==> config.mk <==
export PLATFORM = sky130hd
export DESIGN_NAME = seg_xlate
export DESIGN_NICKNAME = d
export VERILOG_FILES = /design/src/rtl/seg_xlate_pkg.sv /design/src/rtl/seg_xlate_agen.sv /design/src/rtl/seg_xlate_judge.sv /design/src/rtl/seg_xlate_ctrl.sv /design/src/rtl/seg_xlate.sv
export SDC_FILE = /design/constraint.sdc
export NUM_CORES = 1
export LEC_CHECK = 0
export ABC_AREA = 0
export BUFFER_PORTS_ARGS = -buffer_cell sky130_fd_sc_hd__buf_2
export CAP_MARGIN = 20
export CORE_MARGIN = 1
export CORE_UTILIZATION = 50
export DETAILED_ROUTE_END_ITERATION = 7
export PLACE_DENSITY = 0.84
export SLEW_MARGIN = 20
export SYNTH_ARGS = -nofsm -noshare
export SYNTH_HDL_FRONTEND = slang
export SYNTH_SLANG_ARGS = --single-unit
==> constraint.sdc <==
create_clock -name clk -period 3.8 [get_ports clk]
set_clock_uncertainty 0.2 [all_clocks]
set_input_delay 0.38 -clock clk [delete_from_list [all_inputs] [get_ports clk]]
set_output_delay 0.38 -clock clk [all_outputs]
set_load 0.01 [all_outputs]
==> src/rtl/seg_xlate_pkg.sv <==
package seg_xlate_pkg;

   typedef enum logic [1:0] {
      TRAP_NONE  = 2'd0,
      TRAP_SEG   = 2'd1,
      TRAP_LIMIT = 2'd2,
      TRAP_PROT  = 2'd3
   } trap_e;

   typedef enum logic [1:0] {
      KIND_READ  = 2'd0,
      KIND_WRITE = 2'd1,
      KIND_FETCH = 2'd2,
      KIND_ALT   = 2'd3
   } kind_e;

   typedef enum logic [2:0] {
      ST_IDLE  = 3'd0,
      ST_RD_LO = 3'd1,
      ST_WT_LO = 3'd2,
      ST_RD_HI = 3'd3,
      ST_WT_HI = 3'd4,
      ST_DONE  = 3'd5
   } state_e;

endpackage

==> src/rtl/seg_xlate_agen.sv <==
module seg_xlate_agen #(
   parameter int SEG_W   = 13,
   parameter int ADDR_W  = 32,
   parameter int WORD_B  = 4
) (
   input  logic [ADDR_W-1:0] base,
   input  logic [SEG_W-1:0]  seg,
   input  logic              hi_word,
   output logic [ADDR_W-1:0] addr
);
   localparam int DESC_B   = 2 * WORD_B;
   localparam int SHIFT    = $clog2(DESC_B);
   localparam int PAD_W    = ADDR_W - SEG_W - SHIFT;

   generate
      if (PAD_W < 0) begin : g_bad_width
         $error("seg_xlate_agen: selector does not fit the address width");
      end
      if ((1 << SHIFT) != DESC_B) begin : g_bad_desc
         $error("seg_xlate_agen: descriptor size must be a power of two");
      end
   endgenerate

   logic [ADDR_W-1:0] index_off;
   logic [ADDR_W-1:0] word_off;

   always_comb begin
      index_off = ADDR_W'(seg) << SHIFT;
      word_off  = hi_word ? ADDR_W'(WORD_B) : '0;
      addr      = base + index_off + word_off;
   end
endmodule

==> src/rtl/seg_xlate_judge.sv <==
module seg_xlate_judge
   import seg_xlate_pkg::*;
#(
   parameter int OFF_W    = 32,
   parameter int DATA_W   = 32,
   parameter int ADDR_W   = 32,
   parameter bit WRITE_PROT = 1'b1
) (
   input  logic              bad_seg,
   input  logic [OFF_W-1:0]  offset,
   input  logic [1:0]        kind,
   input  logic [DATA_W-1:0] base_word,
   input  logic [DATA_W-1:0] attr_word,
   output logic [1:0]        trap,
   output logic [ADDR_W-1:0] lin
);
   localparam int LIM_W = DATA_W - 1;

   generate
      if (OFF_W > DATA_W) begin : g_bad_off
         $error("seg_xlate_judge: offset wider than descriptor word");
      end
   endgenerate

   logic [LIM_W-1:0]  limit;
   logic              ro_flag;
   logic              past_limit;
   logic              prot_hit;

   assign limit   = attr_word[DATA_W-1:1];
   assign ro_flag = attr_word[0];

   always_comb begin
      past_limit = DATA_W'(offset) > {1'b0, limit};
   end

   generate
      if (WRITE_PROT) begin : g_prot
         assign prot_hit = ro_flag && (kind == KIND_WRITE);
      end else begin : g_noprot
         assign prot_hit = 1'b0;
      end
   endgenerate

   always_comb begin
      lin = ADDR_W'(base_word) + ADDR_W'(offset);
      if (bad_seg)         trap = TRAP_SEG;
      else if (past_limit) trap = TRAP_LIMIT;
      else if (prot_hit)   trap = TRAP_PROT;
      else                 trap = TRAP_NONE;
   end
endmodule

==> src/rtl/seg_xlate_ctrl.sv <==
module seg_xlate_ctrl
   import seg_xlate_pkg::*;
#(
   parameter int SEG_W  = 13,
   parameter int OFF_W  = 32,
   parameter int ADDR_W = 32,
   parameter int DATA_W = 32
) (
   input  logic              clk,
   input  logic              rst_n,
   input  logic              req_valid,
   output logic              req_ready,
   input  logic [SEG_W-1:0]  req_seg,
   input  logic [OFF_W-1:0]  req_off,
   input  logic [1:0]        req_kind,
   input  logic [ADDR_W-1:0] tbl_base,
   input  logic [SEG_W-1:0]  tbl_len,
   output logic              rd_valid,
   output logic              rd_hi,
   input  logic              rd_ready,
   input  logic              rsp_valid,
   input  logic [DATA_W-1:0] rsp_data,
   output logic              done,
   output logic              bad_seg,
   output logic [SEG_W-1:0]  seg_q,
   output logic [OFF_W-1:0]  off_q,
   output logic [1:0]        kind_q,
   output logic [ADDR_W-1:0] base_q,
   output logic [DATA_W-1:0] word_lo,
   output logic [DATA_W-1:0] word_hi
);
   state_e state;
   logic   accept;
   logic   in_range;

   assign accept   = req_valid && (state == ST_IDLE);
   assign in_range = req_seg < tbl_len;

   always_ff @(posedge clk) begin
      if (!rst_n) begin
         state   <= ST_IDLE;
         bad_seg <= 1'b0;
         seg_q   <= '0;
         off_q   <= '0;
         kind_q  <= '0;
         base_q  <= '0;
         word_lo <= '0;
         word_hi <= '0;
      end else begin
         case (state)
            ST_IDLE: if (accept) begin
               seg_q   <= req_seg;
               off_q   <= req_off;
               kind_q  <= req_kind;
               base_q  <= tbl_base;
               bad_seg <= !in_range;
               state   <= in_range ? ST_RD_LO : ST_DONE;
            end
            ST_RD_LO: if (rd_ready) state <= ST_WT_LO;
            ST_WT_LO: if (rsp_valid) begin
               word_lo <= rsp_data;
               state   <= ST_RD_HI;
            end
            ST_RD_HI: if (rd_ready) state <= ST_WT_HI;
            ST_WT_HI: if (rsp_valid) begin
               word_hi <= rsp_data;
               state   <= ST_DONE;
            end
            ST_DONE: state <= ST_IDLE;
            default: state <= ST_IDLE;
         endcase
      end
   end

   assign req_ready = (state == ST_IDLE);
   assign rd_valid  = (state == ST_RD_LO) || (state == ST_RD_HI);
   assign rd_hi     = (state == ST_RD_HI);
   assign done      = (state == ST_DONE);
endmodule

==> src/rtl/seg_xlate.sv <==
module seg_xlate
   import seg_xlate_pkg::*;
#(
   parameter int SEG_W      = 13,
   parameter int OFF_W      = 32,
   parameter int ADDR_W     = 32,
   parameter int DATA_W     = 32,
   parameter bit WRITE_PROT = 1'b1
) (
   input  logic              clk,
   input  logic              rst_n,
   input  logic              req_valid,
   output logic              req_ready,
   input  logic [SEG_W-1:0]  req_seg,
   input  logic [OFF_W-1:0]  req_off,
   input  logic [1:0]        req_kind,
   input  logic [ADDR_W-1:0] tbl_base,
   input  logic [SEG_W-1:0]  tbl_len,
   output logic              mem_req_valid,
   input  logic              mem_req_ready,
   output logic [ADDR_W-1:0] mem_req_addr,
   input  logic              mem_rsp_valid,
   input  logic [DATA_W-1:0] mem_rsp_data,
   output logic              out_valid,
   output logic [1:0]        out_trap,
   output logic [ADDR_W-1:0] out_lin
);
   localparam int WORD_B = DATA_W / 8;

   generate
      if (DATA_W % 8 != 0) begin : g_bad_data
         $error("seg_xlate: descriptor word must be whole bytes");
      end
      if (SEG_W < 1) begin : g_bad_seg
         $error("seg_xlate: selector width must be positive");
      end
   endgenerate

   logic              rd_hi;
   logic              done;
   logic              bad_seg;
   logic [SEG_W-1:0]  seg_q;
   logic [OFF_W-1:0]  off_q;
   logic [1:0]        kind_q;
   logic [ADDR_W-1:0] base_q;
   logic [DATA_W-1:0] word_lo;
   logic [DATA_W-1:0] word_hi;

   seg_xlate_ctrl #(
      .SEG_W(SEG_W), .OFF_W(OFF_W), .ADDR_W(ADDR_W), .DATA_W(DATA_W)
   ) u_ctrl (
      .clk(clk), .rst_n(rst_n),
      .req_valid(req_valid), .req_ready(req_ready),
      .req_seg(req_seg), .req_off(req_off), .req_kind(req_kind),
      .tbl_base(tbl_base), .tbl_len(tbl_len),
      .rd_valid(mem_req_valid), .rd_hi(rd_hi), .rd_ready(mem_req_ready),
      .rsp_valid(mem_rsp_valid), .rsp_data(mem_rsp_data),
      .done(done), .bad_seg(bad_seg),
      .seg_q(seg_q), .off_q(off_q), .kind_q(kind_q), .base_q(base_q),
      .word_lo(word_lo), .word_hi(word_hi)
   );

   seg_xlate_agen #(
      .SEG_W(SEG_W), .ADDR_W(ADDR_W), .WORD_B(WORD_B)
   ) u_agen (
      .base(base_q), .seg(seg_q), .hi_word(rd_hi), .addr(mem_req_addr)
   );

   seg_xlate_judge #(
      .OFF_W(OFF_W), .DATA_W(DATA_W), .ADDR_W(ADDR_W), .WRITE_PROT(WRITE_PROT)
   ) u_judge (
      .bad_seg(bad_seg), .offset(off_q), .kind(kind_q),
      .base_word(word_lo), .attr_word(word_hi),
      .trap(out_trap), .lin(out_lin)
   );

   assign out_valid = done;
endmodule

==> metrics.md <==
| Metric | Value |
|---|---|
| Effective utilization at floorplan | 0.517 |
| Gp weighted congestion | 1.02 |
| Clk Tree Root Cell | sky130_fd_sc_hd__clkbuf_16 |
| Filler instances | 1,449 |
| Width of the die | approximately 140 microns |
| Maximum number of pins on one net before global-route repair | 69 |
| Clock Latency Late Sink | ~0.41 ns |
| Number of synthesis warnings | 0 |
| Fraction of the cycle the final worst path needs | 0.972 |
| Type of the worst min-delay path | in2reg |
| Reg2reg end | u_ctrl.seg_q[11]$_SDFFE_PN0P_ |
| Count of cell types in the netlist | 51 |
| Worst setup slack before clock tree synthesis | 0.0865 ns |
| Accumulated negative setup slack | 0 ns |
| Worst reg-to-reg path cell count | 6 |
| Measured slew at the worst slew-check pin | 0.812 ns |
| Number of non-filler instances in the completed layout | 1,583 |
| Die Area | 18,600 sq um |
| Clock Pin Slew Worst Setup and Hold Paths | 0.07 ns |
| Number of synthesized register bits | between 100 and 150 |
| Placement row count | 48 |
| Leakage power summed over all cells | 0.00518 uW |
| Maximum fanout along the worst path | 4 |
| Max Cap Violations | 0 |
| Post-synthesis instance total | approximately 1,200 |
| Combined area of the multi-input logic cells | 5810 sq um |
| Number of global-route vias before repair | 8,456 |
| Avg WL per Cell | 16.1 microns |
| Final net count | 1,563 |
| Part of the Yosys area used for sequential elements | 0.326 |
| Area growth from synthesis to layout | 23.9% |
| Number of enable flip-flop cells after synthesis | 0 |
| Relative slew slack | 0.458 |
| Number of nets with antenna violations after detailed routing | 0 |
| Async set-or-reset flop fraction in the synthesized netlist | 0 |
| Worst reg2reg startpoint | u_ctrl.state[2]$_SDFFE_PN0P_ |
| Mean post-synth cell area | approximately 7.8 sq um |
| Router iterations before antenna repair | 7 |
| Setup violations, final | 0 |
| Placeable core region | 17,500 sq um |
| Post-detailed-routing wire length | 25,400 microns |
| Hold violation total from the final report | 0 |
| Max-slew violations | 0 |
| Number of nets in the synthesized netlist | 1,370 |
| CP Data Required Time | 3.22 ns |
| Port bufs | around 200 |
| Total number of vias | 8,664 |
| Minimum clock period | 3.69 ns |
| Number of DRC violations after detailed-routing iteration 0 | ~350 |
| Share of the core filled with cells in the final layout | 0.640 |
| Post-DP HPWL | roughly 18,000 microns |
| CTS tree | done |
| Grt total ovfl | 0 |
| Category of the most critical setup path | reg2out |
| Flip-flop and latch area | 2950 sq um |
| Worst VDD drop | 0.000326 V |
| Run status | complete, no violations |
| Unrepaired setup endpoints after global routing | yes |
| Data arrival time of the critical path | around 3.1 ns |
| Setup crit end kind | output port |
| Aggregate global-route resource usage | 0.278 |
| Critical path startpoint category | register |
| Final routed DRC violation total | 0 |
| Tot Pwr | 4530 uW |
| Die height | 136 microns |
| Count of H-tree levels built during CTS | 4 |
| Source of the critical timing path | u_ctrl.off_q[1]$_SDFFE_PN0P_ |
| DP Cell Count | 1,526 |
| Cell Area, Synth | 9030 sq um |
| Maximum count of clock buffers along a single path | 2 |
| Worst-case setup margin in the final layout | 0.108 ns |
| Cts bufs inserted | 17 |
| Flip-flop cell with the highest count after synthesis | sky130_fd_sc_hd__dfxtp_1 |
| Via density per instance | 5.47 |
| Maximum operating frequency | 271 MHz |
| Ratio of cells with drive above 1 in the final layout | 0.207 |
| Power per cell area | 405 nW/um^2 |
| Initial antenna violation count | 1 |
| First-pass GRT wire length | 40,300 microns |
| Number of sinks on the clock net | 147 |
| Critical Path Sink | out_lin[29] |
| I/O pin count | slightly below 200 |
| Register-to-Register Setup Slack | 1.35 ns |
-- registers in the layout (all words and copies together), names as in the netlist --
name and cells:
u_ctrl.kind_q 2, u_ctrl.word_lo 32, u_ctrl.base_q 32, u_ctrl.word_hi 32, u_ctrl.off_q 32, u_ctrl.bad_seg 1, u_ctrl.state 3, u_ctrl.seg_q 13
-- cell families after synthesis --
| family | share of synthesized area |
|---|---|
| mux | 0.00222 |
| compound gates | 0.242 |
| buf+inv | 0.0491 |
| flops | 0.326 |
| simple gates | 0.198 |
| fa+ha+maj | 0.126 |
| xor+xnor | 0.0563 |
-- power by group --
part	internal (uW)	switching, uW
registers	1640	84.8
clock network	1140	673
logic	416	583
total	3190	1340
-- metrics by stage --
step                hold slack [ns]  cell area [sq um]
floorplan                     0.235               9030
global placement              0.241              10200
detailed placement            0.245              10200
CTS                        0.000410              11000
global route                0.00149              11200
finish                       0.0101              11200
-- cell type report --
type | count | area share
Inverter | 56 | 0.0188
Tap cell | 225 | 0.0252
Antenna cell | 1 | 0.000224
Timing Repair Buffer | 232 | 0.117
Clock buffer | 20 | 0.0408
Clock inverter | 12 | 0.0159
Multi-Input combinational cell | 890 | 0.519
Sequential cell | 147 | 0.263
-- cells in the mapped netlist (3+ instances only) --
cell | n | area share
sky130_fd_sc_hd__nand2_1 | 322 | 0.13
sky130_fd_sc_hd__dfxtp_1 | 147 | 0.33
sky130_fd_sc_hd__ha_1 | 88 | 0.12
sky130_fd_sc_hd__a21boi_0 | 76 | 0.063
sky130_fd_sc_hd__a21boi_1 | 69 | 0.057
sky130_fd_sc_hd__inv_1 | 56 | 0.023
sky130_fd_sc_hd__clkbuf_1 | 55 | 0.023
sky130_fd_sc_hd__a21oi_1 | 52 | 0.029
sky130_fd_sc_hd__a21o_1 | 36 | 0.030
sky130_fd_sc_hd__xnor2_1 | 34 | 0.033
sky130_fd_sc_hd__nor2_1 | 25 | 0.010
sky130_fd_sc_hd__xor2_1 | 24 | 0.023
sky130_fd_sc_hd__o21ai_0 | 17 | 0.0094
sky130_fd_sc_hd__o21ai_1 | 15 | 0.0083
sky130_fd_sc_hd__nand4_1 | 12 | 0.0083
sky130_fd_sc_hd__nand3_1 | 11 | 0.0061
sky130_fd_sc_hd__nor3_1 | 11 | 0.0061
sky130_fd_sc_hd__a211oi_1 | 8 | 0.0067
sky130_fd_sc_hd__a31oi_1 | 7 | 0.0049
sky130_fd_sc_hd__and3_1 | 7 | 0.0049
sky130_fd_sc_hd__nand2b_1 | 7 | 0.0049
sky130_fd_sc_hd__nor2b_1 | 7 | 0.0049
sky130_fd_sc_hd__nor3b_1 | 6 | 0.0050
sky130_fd_sc_hd__o21a_1 | 6 | 0.0050
sky130_fd_sc_hd__o21bai_1 | 6 | 0.0050
sky130_fd_sc_hd__o31ai_1 | 5 | 0.0042
sky130_fd_sc_hd__a41oi_1 | 4 | 0.0039
sky130_fd_sc_hd__and2_1 | 4 | 0.0028
sky130_fd_sc_hd__nand3b_1 | 4 | 0.0033
sky130_fd_sc_hd__or3_1 | 3 | 0.0021
-- timing repair --
| item | 4_1_cts | 5_1_grt |
|---|---|---|
| buffers inserted | 2 | 5 |
| cloned | 0 | 0 |
| resized for setup | 12 | 20 |
| hold buffers | 16 | 1 |
| endpoints found under the hold margin | 16 | 1 |
| setup endpoints to repair | 13 | 23 |
| pin swaps | 4 | 15 |
-- worst max-delay path: stages (launching register included) --
cell and delay (ns):
sky130_fd_sc_hd__dfxtp_2 0.36, sky130_fd_sc_hd__ha_1 0.32, sky130_fd_sc_hd__a211oi_2 0.29, sky130_fd_sc_hd__o31ai_4 0.12, sky130_fd_sc_hd__o21ai_2 0.19, sky130_fd_sc_hd__a211oi_2 0.11
sky130_fd_sc_hd__or4_4 0.57, sky130_fd_sc_hd__a41o_1 0.30, sky130_fd_sc_hd__mux2i_1 0.17, sky130_fd_sc_hd__o211ai_1 0.11, sky130_fd_sc_hd__buf_2 0.15
-- cells in the final DEF, fill, tap and decap left out, types with 18 or more instances in the layout --
cell type                  synthesis  layout
sky130_fd_sc_hd__a21o_1           36      36
sky130_fd_sc_hd__inv_1            56      56
sky130_fd_sc_hd__xor2_1           24      24
sky130_fd_sc_hd__a21boi_1         69      68
sky130_fd_sc_hd__nor2_1           25      25
sky130_fd_sc_hd__ha_1             88      87
sky130_fd_sc_hd__xnor2_1          34      34
sky130_fd_sc_hd__a21boi_0         76      76
sky130_fd_sc_hd__nand2_1         322     321
sky130_fd_sc_hd__buf_2             0     196
sky130_fd_sc_hd__dfxtp_1         147     145
sky130_fd_sc_hd__buf_4             2      18
sky130_fd_sc_hd__a21oi_1          52      48
-- layer usage --
layer	part of all wire	up-vias	routed length (microns)	track usage
met5	0	-	0	0
met4	0.024	0	607	0.112
met3	0.071	51	1800	0.0712
met2	0.50	327	12700	0.495
met1	0.41	3987	10300	0.313
li1	-	4299	-	-
-- worst min-delay path by stage --
stage,depth (start not counted),end,slack (ns),from
global placement,2,u_ctrl.word_hi[13]$_SDFFE_PN0P_,0.24,u_ctrl.word_hi[13]$_SDFFE_PN0P_
floorplan,2,u_ctrl.word_hi[10]$_SDFFE_PN0P_,0.24,u_ctrl.word_hi[10]$_SDFFE_PN0P_
global route,3,u_ctrl.base_q[23]$_SDFFE_PN0P_,0.001,tbl_base[23]
detailed placement,2,u_ctrl.word_hi[25]$_SDFFE_PN0P_,0.24,u_ctrl.word_hi[25]$_SDFFE_PN0P_
finish,3,u_ctrl.base_q[5]$_SDFFE_PN0P_,0.01,tbl_base[5]
CTS,3,u_ctrl.base_q[5]$_SDFFE_PN0P_,0.0004,tbl_base[5]
No activity file was read; power rests on OpenSTA's default activity.
